<file path="src/rtl/adcq_pkg.sv">
package adcq_pkg;
    localparam int ADDR_W = 5;
    localparam int DATA_W = 16;
    localparam int CODE_W = 12;

    localparam logic [ADDR_W-1:0] A_CTRLA = 5'h00;
    localparam logic [ADDR_W-1:0] A_CTRLB = 5'h02;
    localparam logic [ADDR_W-1:0] A_STAT  = 5'h04;
    localparam logic [ADDR_W-1:0] A_QUEUE = 5'h06;

    localparam int CA_IE     = 15;
    localparam int CA_EN_HF  = 8;
    localparam int CA_EN_EXT = 9;
    localparam int CA_EN_LR  = 10;
    localparam int CB_SF_EN  = 10;
    localparam int CB_CL_EN  = 9;

    typedef enum logic [1:0] {
        MODE_OFF  = 2'd0,
        MODE_BUS  = 2'd1,
        MODE_SCAN = 2'd2,
        MODE_EXT  = 2'd3
    } trig_mode_e;

    typedef struct packed {
        logic       diff;
        logic       unipolar;
        logic [1:0] gain;
        logic [3:0] chan;
    } list_entry_t;

    // pending flag vector: [0] half-full, [1] external, [2] list wrap
    typedef logic [2:0] pend_t;

    function automatic logic [DATA_W-1:0] pack_status(
        input pend_t pend, input logic sf_full, input logic sf_half,
        input logic sf_empty, input logic cl_full, input logic busy);
        logic [DATA_W-1:0] s;
        s = '0;
        s[10:8] = pend;
        s[4]    = sf_full;
        s[3]    = sf_half;
        s[2]    = sf_empty;
        s[1]    = cl_full;
        s[0]    = busy;
        return s;
    endfunction
endpackage

</file>
<file path="src/rtl/adcq_chanlist.sv">
module adcq_chanlist
    import adcq_pkg::*;
#(
    parameter int DEPTH = 16
) (
    input  logic                       clk,
    input  logic                       rst,
    input  logic                       flush,
    input  logic                       wr_en,
    input  list_entry_t                wr_entry,
    input  logic                       advance,
    output list_entry_t                head_entry,
    output logic [$clog2(DEPTH+1)-1:0] count,
    output logic                       full,
    output logic                       empty,
    output logic                       at_last
);
    localparam int PW = $clog2(DEPTH);
    localparam int CW = $clog2(DEPTH + 1);

    list_entry_t    mem [DEPTH];
    logic [CW-1:0]  cnt_q;
    logic [PW-1:0]  head_q;

    assign full       = (cnt_q == CW'(DEPTH));
    assign empty      = (cnt_q == '0);
    assign at_last    = !empty && ((CW'(head_q) + CW'(1)) == cnt_q);
    assign head_entry = mem[head_q];
    assign count      = cnt_q;

    always_ff @(posedge clk) begin
        if (wr_en && !full && !flush)
            mem[cnt_q[PW-1:0]] <= wr_entry;
    end

    always_ff @(posedge clk) begin
        if (rst || flush) begin
            cnt_q  <= '0;
            head_q <= '0;
        end else begin
            if (wr_en && !full)
                cnt_q <= cnt_q + CW'(1);
            if (advance && !empty)
                head_q <= at_last ? '0 : head_q + PW'(1);
        end
    end
endmodule

</file>
<file path="src/rtl/adcq_sample_fifo.sv">
module adcq_sample_fifo #(
    parameter int DEPTH = 64,
    parameter int W     = 12
) (
    input  logic                       clk,
    input  logic                       rst,
    input  logic                       flush,
    input  logic                       push,
    input  logic [W-1:0]               din,
    input  logic                       pop,
    output logic [W-1:0]               dout,
    output logic [$clog2(DEPTH+1)-1:0] count,
    output logic                       empty,
    output logic                       full
);
    localparam int PW = $clog2(DEPTH);
    localparam int CW = $clog2(DEPTH + 1);

    logic [W-1:0]  mem [DEPTH];
    logic [PW-1:0] wp_q, rp_q;
    logic [CW-1:0] cnt_q;
    logic          push_ok, pop_ok;

    function automatic logic [PW-1:0] step(input logic [PW-1:0] p);
        return (p == PW'(DEPTH - 1)) ? '0 : p + PW'(1);
    endfunction

    assign empty   = (cnt_q == '0);
    assign full    = (cnt_q == CW'(DEPTH));
    assign push_ok = push && !full;
    assign pop_ok  = pop && !empty;
    assign dout    = mem[rp_q];
    assign count   = cnt_q;

    always_ff @(posedge clk) begin
        if (push_ok)
            mem[wp_q] <= din;
    end

    always_ff @(posedge clk) begin
        if (rst || flush) begin
            wp_q  <= '0;
            rp_q  <= '0;
            cnt_q <= '0;
        end else begin
            if (push_ok) wp_q <= step(wp_q);
            if (pop_ok)  rp_q <= step(rp_q);
            if (push_ok && !pop_ok)      cnt_q <= cnt_q + CW'(1);
            else if (pop_ok && !push_ok) cnt_q <= cnt_q - CW'(1);
        end
    end
endmodule

</file>
<file path="src/rtl/adcq_ctrl.sv">
module adcq_ctrl
    import adcq_pkg::*;
#(
    parameter int LIST_DEPTH   = 16,
    parameter int SAMPLE_DEPTH = 64
) (
    input  logic              clk,
    input  logic              rst,
    input  logic [ADDR_W-1:0] bus_addr,
    input  logic              bus_wr,
    input  logic              bus_rd,
    input  logic [DATA_W-1:0] bus_wdata,
    output logic [DATA_W-1:0] bus_rdata,
    output logic              conv_req,
    output logic [7:0]        conv_cfg,
    input  logic              conv_done,
    input  logic [CODE_W-1:0] conv_code,
    input  logic              scan_tick,
    input  logic              ext_trig,
    output logic              irq
);
    localparam int LCW = $clog2(LIST_DEPTH + 1);
    localparam int SCW = $clog2(SAMPLE_DEPTH + 1);

    logic [DATA_W-1:0] ctrla_q, ctrlb_q, rdata_q;
    logic              busy_q, hf_q;
    list_entry_t       cfg_q;
    pend_t             pend_q, pend_set;

    trig_mode_e        mode;
    logic              list_en, sf_en, trig, start, done, clr_wr;
    logic              hf_now, hf_rise;

    list_entry_t       head_entry;
    logic [LCW-1:0]    list_cnt;
    logic              cl_full, cl_empty, cl_last;
    logic [CODE_W-1:0] sf_dout;
    logic [SCW-1:0]    sf_cnt;
    logic              sf_empty, sf_full;

    assign mode    = trig_mode_e'(ctrla_q[1:0]);
    assign list_en = ctrlb_q[CB_CL_EN];
    assign sf_en   = ctrlb_q[CB_SF_EN];

    always_comb begin
        unique case (mode)
            MODE_BUS:  trig = bus_rd && (bus_addr == A_CTRLA);
            MODE_SCAN: trig = scan_tick;
            MODE_EXT:  trig = ext_trig;
            default:   trig = 1'b0;
        endcase
    end

    assign start   = trig && !busy_q && list_en && !cl_empty;
    assign done    = busy_q && conv_done;
    assign clr_wr  = bus_wr && (bus_addr == A_STAT);
    assign hf_now  = (sf_cnt >= SCW'(SAMPLE_DEPTH / 2));
    assign hf_rise = hf_now && !hf_q;

    assign pend_set[0] = ctrla_q[CA_EN_HF]  && hf_rise;
    assign pend_set[1] = ctrla_q[CA_EN_EXT] && ext_trig;
    assign pend_set[2] = ctrla_q[CA_EN_LR]  && done && cl_last;

    adcq_chanlist #(.DEPTH(LIST_DEPTH)) u_list (
        .clk        (clk),
        .rst        (rst),
        .flush      (!list_en),
        .wr_en      (bus_wr && (bus_addr == A_QUEUE) && list_en),
        .wr_entry   (list_entry_t'(bus_wdata[7:0])),
        .advance    (done),
        .head_entry (head_entry),
        .count      (list_cnt),
        .full       (cl_full),
        .empty      (cl_empty),
        .at_last    (cl_last)
    );

    adcq_sample_fifo #(.DEPTH(SAMPLE_DEPTH), .W(CODE_W)) u_samples (
        .clk   (clk),
        .rst   (rst),
        .flush (!sf_en),
        .push  (done && sf_en),
        .din   (conv_code),
        .pop   (bus_rd && (bus_addr == A_QUEUE)),
        .dout  (sf_dout),
        .count (sf_cnt),
        .empty (sf_empty),
        .full  (sf_full)
    );

    always_ff @(posedge clk) begin
        if (rst) begin
            ctrla_q <= '0;
            ctrlb_q <= '0;
            busy_q  <= 1'b0;
            cfg_q   <= '0;
            pend_q  <= '0;
            hf_q    <= 1'b0;
            rdata_q <= '0;
        end else begin
            if (bus_wr && bus_addr == A_CTRLA) ctrla_q <= bus_wdata;
            if (bus_wr && bus_addr == A_CTRLB) ctrlb_q <= bus_wdata;
            if (start) begin
                busy_q <= 1'b1;
                cfg_q  <= head_entry;
            end else if (done) begin
                busy_q <= 1'b0;
            end
            hf_q   <= hf_now;
            pend_q <= (clr_wr ? '0 : pend_q) | pend_set;
            if (bus_rd) begin
                unique case (bus_addr)
                    A_STAT:  rdata_q <= pack_status(pend_q, sf_full, hf_now,
                                                    sf_empty, cl_full, busy_q);
                    A_QUEUE: rdata_q <= sf_empty ? '0 :
                                        {{(DATA_W-CODE_W){1'b0}}, sf_dout};
                    default: rdata_q <= '0;
                endcase
            end
        end
    end

    assign bus_rdata = rdata_q;
    assign conv_req  = busy_q;
    assign conv_cfg  = cfg_q;
    assign irq       = ctrla_q[CA_IE] && (pend_q != '0);
endmodule

</file>
<file path="config.mk">
export PLATFORM = sky130hd
export DESIGN_NAME = adcq_ctrl
export DESIGN_NICKNAME = d
export VERILOG_FILES = /design/src/rtl/adcq_pkg.sv /design/src/rtl/adcq_chanlist.sv /design/src/rtl/adcq_sample_fifo.sv /design/src/rtl/adcq_ctrl.sv
export SDC_FILE = /design/constraint.sdc
export NUM_CORES = 1
export LEC_CHECK = 0
export CAP_MARGIN = 20
export CORE_MARGIN = 3
export CORE_UTILIZATION = 50
export DETAILED_ROUTE_END_ITERATION = 12
export PLACE_DENSITY = 0.66
export SLEW_MARGIN = 20
export SYNTH_ARGS = -nofsm -noshare
export SYNTH_HDL_FRONTEND = slang
export SYNTH_SLANG_ARGS = --single-unit
</file>
<file path="constraint.sdc">
create_clock -name clk -period 10.3 [get_ports clk]
set_input_delay 1.03 -clock clk [delete_from_list [all_inputs] [get_ports clk]]
set_output_delay 1.03 -clock clk [all_outputs]
set_load 0.005 [all_outputs]
</file>
## After elaboration in Yosys (flattened, before gate mapping)

Memories as Yosys holds them, arrays and structs flattened. A register that Yosys moved wholly into a read port is not among the register bits.
Cells that the tools add are included.

- Add/subtract/negate cells: 7
- Order comparisons: 1
- Eq/ne operators: 11
- Muxes and demuxes: 17
- Bitwise operators: 1
- Reduce and logical (&&, ||, !) cells: 44

Operators with widths:

| cell | number |
|---|---|
| $logic_and 1x1->1 | 26 |
| $mux 6 | 4 |
| $pmux 12 s2 | 1 |
| $mux 7 | 2 |
| $add 6x1->6 const B | 2 |
| $eq 6x6->1 const B | 2 |
| $mux 12 | 1 |
| $eq 5x3->1 const B | 2 |
| $logic_not 1->1 | 10 |
| $logic_not 5->1 | 2 |
| $add 7x1->7 const B | 1 |
| $eq 7x7->1 const B | 1 |
| $ge 7x6->1 const B | 1 |
| $logic_not 7->1 | 1 |
| $sub 7x1->7 const B | 1 |
| $mux 1 | 6 |
| $add 4x1->5 const B | 1 |
| $add 5x1->5 const B | 1 |
| $eq 5x2->1 const B | 1 |
| $eq 5x5->1 | 1 |
| $eq 5x5->1 const B | 1 |
| $add 4x1->4 const B | 1 |
| $eq 2x2->1 const B | 2 |
| $mux 4 | 1 |
| 7 further kinds | 9 |

- Register bits: 76
- Memory bits (writable): 896
- Memories: 2

Memory list:

| memory | depth | bits a word | read ports | clocked after Yosys merged registers in | wr ports | RTL line | RTL |
|---|---|---|---|---|---|---|---|
| u_samples.mem | 64 | 12 | 1 | 1 | 1 | adcq_sample_fifo.sv:19 | `logic [W-1:0] mem [DEPTH];` |
| u_list.mem | 16 | 8 | 1 | 1 | 1 | adcq_chanlist.sv:21 | `list_entry_t mem [DEPTH];` |

## Depth between registers and ports, before layout

Gate-level depths: netlist of run 1.

- Depth after elaboration: 7
- Depth in mapped cells: 15

## Hierarchy

A second synthesis of run 1 with hierarchy kept.

- Cell total of the unflattened synthesis: 1903
- Area, all modules: 38140.3 µm²

Modules (own cells, without submodules):

| module | times used | cells an instance | area an instance (µm²) | seq. area each (µm²) |
|---|---|---|---|---|
| adcq_sample_fifo | 1 | 1464 | 30923.4 | 23562.6 |
| adcq_chanlist | 1 | 279 | 5699.2 | 4103.9 |
| adcq_ctrl | 1 | 160 | 1517.7 | 660.6 |

## Worst setup path before layout of run 1

No wires, ideal clock.

- Path kind: input to register
- From: input port bus_addr[3]
- To: register u_samples.cnt_q[6], in the netlist u_samples.count[6]
- Library setup time: 118 ps
- Arrival: 3810 ps
- Required time: 10182 ps
- Path slack: 6372 ps
- Stages on the path: 15
- Cell sequence: nor3b_1 -> nand2_1 -> nor2_1 -> and2_1 -> clkinv_1 -> ha_1 -> inv_1 -> ha_1 -> nor2b_1 -> o21ai_0 -> a21oi_1 -> o21a_1 -> or3_1 -> a21o_1 -> mux2i_1

- Longest elaborated chain between the ends: 6
- Elaborated cells between the ends (all ways): 8
- Those cells by class: eq/ne (1); mux (1); reduce/logical (6)

RTL lines:

| what | RTL line | RTL |
|---|---|---|
| from (decl) | adcq_ctrl.sv:9 | `input logic [ADDR_W-1:0] bus_addr,` |
| $eq 5x3->1 (*) | adcq_ctrl.sv:84 | `.pop (bus_rd && (bus_addr == A_QUEUE)),` |
| $logic_and 1x1->1 (*) | adcq_ctrl.sv:84 |  |
| $logic_and 1x1->1 (*) | adcq_sample_fifo.sv:31 | `assign pop_ok = pop && !empty;` |
| $logic_not 1->1 | adcq_sample_fifo.sv:48 | `if (push_ok && !pop_ok) cnt_q <= cnt_q + CW'(1);` |
| $logic_and 1x1->1 | adcq_sample_fifo.sv:48 |  |
| $mux 7 or $reduce_bool 2->1 (tied branches) | -- |  |
| to (signal assigned) | adcq_sample_fifo.sv:48 |  |
| to (signal assigned) | adcq_sample_fifo.sv:49 | `else if (pop_ok && !push_ok) cnt_q <= cnt_q - CW'(1);` |
| to (decl) | adcq_sample_fifo.sv:21 | `logic [CW-1:0] cnt_q;` |

Mark *: on every way between the ends. The rest lies on a longest branch, timed or not.
A chain may end at the register's enable or synchronous reset.

## Final worst setup path of run 1

- From: input port bus_addr[2]
- To: register u_samples.cnt_q[6], in the netlist u_samples.count[6]

Same word-level chain as after synthesis.

==> impl_metrics.py, run 1 <==
metrics = {
    "run_status": {
        "status": "complete, no violations",
    },
    "worst_setup_path": {
        "crit_path_cell_trace": "clkdlybuf4s50_1 > nor3b_1 > nand2_1 > nor2_1 > and2_1 > clkinv_1 > ha_1 > inv_1 > ha_1 > nor2b_1 > o21ai_0 > a21oi_1 > o21a_1 > or3_1 > a21o_1 > mux2i_1",
        "critPathMaxStageDelay_ns": 0.47,
        "crit_arrival_ns": 5.10,
        "crit_family": "simple AND/OR/NAND/NOR gates",
        "worstPathRequired_ns": 10.82,
        "cp_max_fo": 7,
        "critPathSlowestCell": "clkdlybuf4s50_1",
        "critPathBufInv": 3,
        "endpoint_kind": "flop",
        "critPathLaunchType": "input pin",
        "crit_top_cell": "ha_1",
        "critical_path_class": "input pin to flop",
    },
    "layout": {
        "antenna_cells": 0,
        "layout.cells.non_filler": 3033,
        "nets": 2050,
        "syn2layout_area_growth_pct": 13.0,
        "fill_cells": 5305,
        "drive_above_1_share_pct": 23.4,
    },
    "clock_tree": {
        "cts_buffers": 94,
        "clk_pin_slew_ns": 0.06,
        "cts_tree": "yes",
        "hold_buffers": 0,
        "clockRootBuffer": "clkbuf_16",
        "cts.path.max_buffers": 3,
        "htree_levels": 3,
        "cts.sinks": 963,
        "clock_latency_ns": 0.64,
        "post_cts_resized": 0,
        "cts_setup_buffers": 0,
    },
    "job": {
        "drv_cap": 0,
    },
    "grt": {
        "grt_pass1_vias": 18700,
        "grtUsageMet1_pct": 30.2,
        "grt_max_degree": 96,
        "antenna_found_initial": 0,
        "grt_overflow": 0,
        "grt_use_met3_pct": 3.07,
        "met2_usage_pct": 33.7,
        "grt_usage_pct": 21.0,
        "busiest_layer": "met2",
        "grt_pass1_wl_um": 122000,
    },
    "yosys": {
        "yosysMostFrequentCell": "edfxtp_1",
        "yosysTopAreaCellShare_pct": 71.6,
        "async_flop_share_pct": 0,
        "yosys.cell_types.count": 55,
        "synth_largest_area_cell": "edfxtp_1",
        "ys_warn_count": 0,
        "synth-edff-count": 896,
        "synth_commonest_cells": "896 x edfxtp_1, 237 x mux4_2, 139 x nor2_1, 76 x mux2i_1, 67 x dfxtp_1",
        "ys_seq_area_share_pct": 75.2,
        "netlist_area_mm2": 0.0376,
        "ys_ff_latch": 963,
        "syn-mean-instance-area_um2": 20.3,
        "synth_flop_cell": "edfxtp_1",
        "synth_area_leaders": "edfxtp_1 72%, mux4_2 14%, dfxtp_1 3.6%, mux2i_1 2.0%, nor2_1 1.4%",
        "synthCells": 1854,
    },
    "pwr": {
        "swShare_pct": 19.2,
        "power_density_mw_per_mm2": 181,
        "power_frac_seq_pct": 55.4,
        "clock_power_share_pct": 43.5,
        "p_comb_share_pct": 1.1,
        "internal_power_uw": 6230,
        "ir_drop_v": 0.000155,
        "power_switching_uw": 1480,
        "p_leak_uw": 0.0129,
    },
    "routing": {
        "drt-total-wl_um": 81000,
        "vias_per_cell": 6.01,
        "antenna_left": 0,
        "drt_iter0_markers": 1687,
        "drcViolationCount": 0,
        "routed-via-count": 18200,
        "wl_per_cell_um": 26.7,
        "dr.pass1.iters": 5,
    },
    "floorplan": {
        "die_w_um": 280,
        "core_area_mm2": 0.0737,
        "start_util_pct": 51.0,
        "die_h_um": 280,
        "dieArea_mm2": 0.0785,
        "pin_count": 66,
        "std_cell_rows": 99,
    },
    "sta": {
        "fin_crit_sh_pct": 44.5,
        "period_needed_ns": 4.59,
        "relSlewSlack_pct": 26.4,
        "max_freq_ghz": 0.218,
        "hold_viol": 0,
        "rsz0062_at_grt": "false",
        "skew_ns": 0.0188,
        "worstMarginPinSlew_ns": 1.09,
        "tns_ns": 0,
        "finalSetupViolations": 0,
        "slew_violations": 0,
    },
    "placement": {
        "dp_hpwl_um": 48400,
        "io_buffers": 57,
        "place.gp.congestion": 0.813,
        "dpl.cell_count": 2858,
    },
    "min_path": {
        "worstHoldPathType": "flop to flop",
    },
}
[power by group through the flow]
stage / sequential [µW] / clock (µW) / combinational, µW
2_1_floorplan: 4360 / 0 / 7.76
3_3_place_gp: 4360 / 0 / 77.1
3_5_place_dp: 4360 / 0 / 81.9
4_1_cts: 4270 / 3420 / 82.0
5_1_grt: 4270 / 3570 / 90.2
6_report: 4270 / 3350 / 83.1
[cells by family (layout without fill, tap and decap cells)]
family | count (synthesis) | in the layout | share of synthesized area (%)
flip-flops | 963 | 963 | 75.2
multiplexers | 315 | 315 | 16.3
AO/OA/AOI/OAI | 130 | 130 | 2.25
AND/OR/NAND/NOR | 299 | 299 | 3.75
adder cells (fa/ha/maj) | 14 | 14 | 0.486
XOR/XNOR | 20 | 20 | 0.466
buffers and inverters | 112 | 329 | 1.58
other | 1 | 4 | 0.00998
[worst register-to-register path: stages, from the launching register on]
cell,delay [ns]
dfxtp_1,0.34
or4_1,0.60
nor4_1,0.51
nor2_1,0.26
and2_1,0.29
clkinv_1,0.17
ha_1,0.26
inv_1,0.14
ha_1,0.33
nor2b_1,0.16
o21ai_0,0.20
a21oi_1,0.12
o21a_1,0.18
or3_1,0.30
a21o_1,0.19
mux2i_1,0.12
[cell type report]
type	instances	area, µm²	area share [%]
Clock buffer	116	2500	5.88
Clock inverter	58	510	1.20
Inverter	11	41.3	0.0972
Multi-Input combinational cell	782	8760	20.6
Sequential cell	963	28300	66.5
Tap cell	959	1200	2.82
Timing Repair Buffer	144	1210	2.84
[worst paths after layout]
kind                            from  slack, ns            endpoint  depth (start not counted)
setup / recovery         bus_addr[2]       5.71  u_samples.count[6]                         16
hold / removal             pend_q[2]       0.49           pend_q[2]                          2
setup reg to reg  u_samples.count[1]       6.01  u_samples.count[6]                         15
hold reg to reg            pend_q[2]       0.49           pend_q[2]                          2
[layer usage]
layer  up-vias  part of all wire (%)
li1       7884                     -
met3       130                   6.1
met5         -                     0
met2       618                    49
met1      9607                    42
met4         0                   2.9
[per-stage QoR]
step	util (%)	hold WS (ns)	area, µm²	total power, µW	setup WS (ns)
6_report	57.6	0.492	42500	7710	5.71
5_1_grt	57.6	0.501	42500	7930	5.41
4_1_cts	57.6	0.491	42400	7770	5.77
3_5_place_dp	53.5	0.482	39400	4440	5.12
3_3_place_gp	53.5	0.469	39400	4430	5.22
2_1_floorplan	-	0.445	37600	4360	6.37
[placed cells by master, fill, tap and decap left out, drive strengths merged, types with 38 or more instances in the layout]
cell	synthesis	routed
clkdlybuf4s50	0	45
edfxtp	896	896
mux4	237	237
mux2i	76	76
clkinv	1	42
dfxtp	67	67
a21oi	38	38
nor2	139	139
buf	62	99
clkbuf	39	116
nand2	47	47
[sequential cells by signal (all words and copies together), names as in the netlist, 6 cells and up, named ones only]
signal and flops:
bus_rdata 12, u_samples.wp_q 6, u_samples.rp_q 6, u_list.mem 128
u_samples.count 7, u_samples.mem 768, ctrla_q 6, conv_cfg 8
(Power assumes the default switching activity.)
==> run 2, diff against run 1 <==
clock period = 4.78 ns   (was 10.3 ns; I/O delays follow)
==> impl_metrics.py, run 2 (same netlist as run 1, synthesis figures left out) <==
metrics = {
    "worst_setup_path": {
        "critical_path_class": "flop to flop",
        "cp_max_fo": 7,
        "r2r-start": "u_samples.count[1]",
        "critPathSlowestCell": "or4_1",
        "crit_path_cell_trace": "or4_1 > nor4_1 > nor2_1 > and2_1 > clkinv_1 > ha_1 > inv_1 > ha_1 > nor2b_1 > o21ai_0 > a21oi_1 > o21a_1 > or3_1 > a21o_1 > mux2i_1",
        "reg2reg_depth": 15,
        "cp-endpoint": "u_samples.count[6]",
        "critPathBufInv": 2,
        "cp_num_cells": 15,
        "critPathLaunchType": "flop",
        "r2r_slack_ns": 0.91,
        "critPathLaunch": "u_samples.count[1]",
        "critPathMaxStageDelay_ns": 0.60,
        "worstPathRequired_ns": 5.32,
        "endpoint_kind": "flop",
        "crit_family": "simple AND/OR/NAND/NOR gates",
        "crit_arrival_ns": 4.41,
        "rr_endpoint": "u_samples.count[6]",
        "crit_top_cell": "ha_1",
    },
    "sta": {
        "rsz0062_at_grt": "false",
        "worstMarginPinSlew_ns": 1.07,
        "skew_ns": 0.0246,
        "max_freq_ghz": 0.259,
        "tns_ns": 0,
        "period_needed_ns": 3.87,
        "finalSetupViolations": 0,
        "relSlewSlack_pct": 28.0,
        "fin_crit_sh_pct": 80.9,
        "hold_viol": 0,
        "slew_violations": 0,
    },
    "min_path": {
        "worstHoldPathType": "input pin to flop",
    },
    "routing": {
        "drt-total-wl_um": 81100,
        "vias_per_cell": 6.02,
        "dr.pass1.iters": 5,
        "drt_iter0_markers": 1988,
        "drcViolationCount": 0,
        "antenna_left": 0,
        "routed-via-count": 18400,
        "wl_per_cell_um": 26.6,
    },
    "grt": {
        "grt_max_degree": 75,
        "grt_overflow": 0,
        "grt_pass1_vias": 18600,
        "grt_usage_pct": 21.1,
        "grt_pass1_wl_um": 121000,
        "antenna_found_initial": 1,
    },
    "clock_tree": {
        "cts_tree": "yes",
        "hold_buffers": 0,
        "clockRootBuffer": "clkbuf_16",
        "clk_pin_slew_ns": 0.06,
        "cts_setup_buffers": 0,
        "clock_latency_ns": 0.65,
        "post_cts_resized": 0,
        "htree_levels": 3,
        "cts_buffers": 95,
        "cts.path.max_buffers": 3,
        "cts.sinks": 963,
    },
    "layout": {
        "drive_above_1_share_pct": 23.9,
        "mostFrequentLayoutCell": "edfxtp_1",
        "fill_cells": 5373,
        "final_cell_mix": "896 x edfxtp_1, 237 x mux4_2, 139 x nor2_1, 102 x buf_4, 97 x clkbuf_16",
        "largest-register": "u_samples.mem",
        "nets": 2065,
        "fin_util_pct": 57.9,
        "syn2layout_area_growth_pct": 13.5,
        "largest_register_ffs": 768,
    },
    "floorplan": {
        "pin_count": 66,
        "start_util_pct": 51.0,
        "die_h_um": 280,
        "dieArea_mm2": 0.0785,
        "core_area_mm2": 0.0737,
        "std_cell_rows": 99,
        "die_w_um": 280,
    },
    "placement": {
        "place.gp.congestion": 0.813,
        "io_buffers": 57,
        "dp_hpwl_um": 49400,
    },
    "pwr": {
        "p_total_uw": 16600,
        "p_leak_uw": 0.0130,
        "power_density_mw_per_mm2": 389,
        "ir_drop_v": 0.000348,
    },
    "run_status": {
        "status": "complete, no violations",
    },
    "job": {
        "drv_cap": 0,
    },
}
run 2: stage by stage:
step	cells	setup slack (ns)	cell area (µm²)	hold slack, ns
after floorplan	1857	1.27	37600	0.445
after global placement	2872	0.678	39600	0.468
after detailed placement	2872	0.583	39600	0.481
after CTS	3049	0.950	42600	0.411
after global routing	3050	0.594	42600	0.225
final	3051	0.913	42600	0.240
run 2: metal layers:
metal / vias up / share of wire, % / track usage [%]
met5: - / 0 / 0
li1: 7908 / - / -
met1: 9699 / 41 / 29.6
met3: 127 / 6.1 / 3.48
met4: 0 / 2.2 / 5.49
met2: 619 / 50 / 34.9
run 2: worst min path at each step:
stage,cells past startpoint,from,slack [ns],endpoint
after CTS,3,bus_wdata[15],0.41,ctrla_q[15]
after floorplan,2,pend_q[2],0.45,pend_q[2]
final,1,conv_code[1],0.24,u_samples.mem[25][1]
after global routing,1,conv_code[1],0.22,u_samples.mem[25][1]
after detailed placement,2,conv_cfg[7],0.48,conv_cfg[7]
after global placement,2,u_samples.count[4],0.47,u_samples.count[4]
run 2: worst reg2reg max path, stage by stage, from the launching register on:
cell,delay [ns]
dfxtp_1,0.35
or4_1,0.60
nor4_1,0.37
nor2_1,0.10
and2_1,0.23
clkinv_1,0.15
ha_1,0.25
inv_1,0.13
ha_1,0.33
nor2b_1,0.16
o21ai_0,0.20
a21oi_1,0.11
o21a_1,0.18
or3_1,0.31
a21o_1,0.19
mux2i_1,0.11
run 2: layout make-up:
| cell class | count | area (µm²) | share of cell area (%) |
|---|---|---|---|
| Antenna cell | 1 | 2.50 | 0.00587 |
| Clock buffer | 124 | 2600 | 6.09 |
| Clock inverter | 53 | 432 | 1.01 |
| Inverter | 11 | 41.3 | 0.0968 |
| Multi-Input combinational cell | 782 | 8750 | 20.5 |
| Sequential cell | 963 | 28300 | 66.3 |
| Tap cell | 959 | 1200 | 2.81 |
| Timing Repair Buffer | 158 | 1360 | 3.19 |
run 2: where the power goes:
part	switching [µW]	leakage [µW]	internal, µW	total [µW]
clock	3070	0.00149	4120	7190
sequential	4.61	0.00859	9200	9210
combinational	142	0.00293	34.9	177
==> run 3, diff against run 2 <==
clock period = 3.82 ns   (was 4.78 ns; I/O delays follow)
==> impl_metrics.py, run 3 (same netlist as run 1, synthesis figures left out) <==
metrics = {
    "grt": {
        "antenna_found_initial": 2,
        "grt_pass1_vias": 19100,
        "grt_overflow": 0,
        "grt_usage_pct": 21.6,
        "grt_pass1_wl_um": 125000,
        "grt_max_degree": 65,
    },
    "layout": {
        "largest-register": "u_samples.mem",
        "final_cell_mix": "896 x edfxtp_1, 237 x mux4_2, 141 x buf_4, 138 x nor2_1, 100 x clkbuf_16",
        "fill_cells": 5254,
        "largest_register_ffs": 768,
        "fin_area_mm2": 0.0432,
        "syn2layout_area_growth_pct": 14.9,
        "mostFrequentLayoutCell": "edfxtp_1",
        "drive_above_1_share_pct": 26.0,
        "nets": 2109,
    },
    "clock_tree": {
        "clk_pin_slew_ns": 0.06,
        "cts_buffers": 98,
        "clock_latency_ns": 0.65,
        "cts.path.max_buffers": 3,
        "cts.sinks": 963,
        "clockRootBuffer": "clkbuf_16",
        "htree_levels": 3,
        "cts_tree": "yes",
    },
    "placement": {
        "dp_hpwl_um": 51900,
        "place.gp.congestion": 0.805,
        "io_buffers": 57,
        "dpl_cell_area_mm2": 0.0399,
    },
    "min_path": {
        "hold_end": "u_samples.mem[24][7]",
        "hold_depth": 1,
        "holdCritStartpoint": "conv_code[7]",
        "worstHoldPathType": "input pin to flop",
    },
    "sta": {
        "max_freq_ghz": 0.278,
        "worstMarginPinSlew_ns": 1.06,
        "period_needed_ns": 3.60,
        "rsz0062_at_grt": "false",
        "relSlewSlack_pct": 29.1,
        "fin_crit_sh_pct": 94.3,
        "slew_violations": 0,
        "skew_ns": 0.0171,
        "finalSetupViolations": 0,
        "tns_ns": 0,
        "hold_viol": 0,
    },
    "routing": {
        "drt_iter0_markers": 1724,
        "dr.pass1.iters": 8,
        "wl_per_cell_um": 26.9,
        "drt-total-wl_um": 83300,
        "antenna_left": 0,
        "drcViolationCount": 0,
        "vias_per_cell": 5.97,
        "routed-via-count": 18500,
    },
    "worst_setup_path": {
        "r2r-start": "u_samples.count[1]",
        "critPathBufInv": 2,
        "crit_path_cell_trace": "or4_1 > nor4_2 > nor2_1 > and2_1 > clkinv_1 > ha_1 > inv_1 > ha_1 > nor2b_1 > o21ai_0 > a21oi_1 > o21a_1 > or3_1 > a21o_1 > mux2i_1",
        "critical_path_class": "flop to flop",
        "r2r_slack_ns": 0.22,
        "critPathMaxStageDelay_ns": 0.60,
        "endpoint_kind": "flop",
        "cp_max_fo": 4,
        "reg2reg_depth": 15,
        "crit_arrival_ns": 4.13,
        "critPathSlowestCell": "or4_1",
        "crit_family": "simple AND/OR/NAND/NOR gates",
        "rr_endpoint": "u_samples.count[6]",
        "worstPathRequired_ns": 4.35,
        "critPathLaunchType": "flop",
        "crit_top_cell": "ha_1",
    },
    "run_status": {
        "status": "complete, no violations",
    },
    "job": {
        "drv_cap": 0,
    },
    "floorplan": {
        "die_h_um": 280,
        "dieArea_mm2": 0.0785,
        "pin_count": 66,
        "die_w_um": 280,
        "start_util_pct": 51.0,
        "core_area_mm2": 0.0737,
        "std_cell_rows": 99,
    },
    "pwr": {
        "ir_drop_v": 0.000447,
        "power_density_mw_per_mm2": 491,
        "p_leak_uw": 0.0133,
    },
}
run 3: worst max path at each step:
stage / from / endpoint / slack [ns] / cells past startpoint
floorplan: u_samples.count[1] / u_samples.count[6] / 0.31 / 15
global placement: bus_addr[2] / u_samples.count[6] / 0.22 / 16
detailed placement: bus_addr[2] / u_samples.count[6] / 0.04 / 16
CTS: u_samples.count[1] / u_samples.count[6] / 0.08 / 15
global route: u_samples.count[1] / u_samples.count[6] / 0.06 / 15
finish: u_samples.count[1] / u_samples.count[6] / 0.22 / 15
run 3: what timing repair did:
item | CTS | global route
setup buffers | 0 | 0
gates resized for setup | 0 | 1
hold buffers | 0 | 0
endpoints found under the setup margin | 0 | 2
run 3: metal layers:
metal	part of all wire, %	up-vias	routed length [µm]	GRT usage [%]
met5	0.028	-	23	0
met4	2.7	4	2260	6.63
met3	5.8	133	4800	3.65
met2	50	628	41300	35.1
met1	42	9748	35000	30.4
li1	-	7985	-	-
run 3: stage by stage:
step / worst slack [ns] / hold slack [ns] / total power (µW) / util, % / instances
final: 0.217 / 0.273 / 21200 / 58.6 / 3097
after CTS: 0.0830 / 0.252 / 21400 / 58.5 / 3095
after floorplan: 0.313 / 0.445 / 11800 / - / 1857
after global placement: 0.219 / 0.463 / 12000 / 54.2 / 2914
after global routing: 0.0641 / 0.275 / 21800 / 58.6 / 3095
after detailed placement: 0.0353 / 0.465 / 12000 / 54.2 / 2914
run 3: final cells by class:
type                            instances  area, µm²  share of cell area, %
Antenna cell                            2       5.00                 0.0116
Clock inverter                         62        587                   1.36
Tap cell                              959       1200                   2.78
Timing Repair Buffer                  199       1690                   3.92
Inverter                               11       41.3                 0.0956
Multi-Input combinational cell        782       8760                   20.3
Sequential cell                       963      28300                   65.5
Clock buffer                          119       2620                   6.08
run 3: report_power, final:
group | leakage (µW) | internal, µW | switching (µW)
Combinational | 0.00315 | 42.1 | 179
Clock | 0.00158 | 5560 | 3910
Sequential | 0.00859 | 11500 | 4.84
Total | 0.0133 | 17100 | 4090
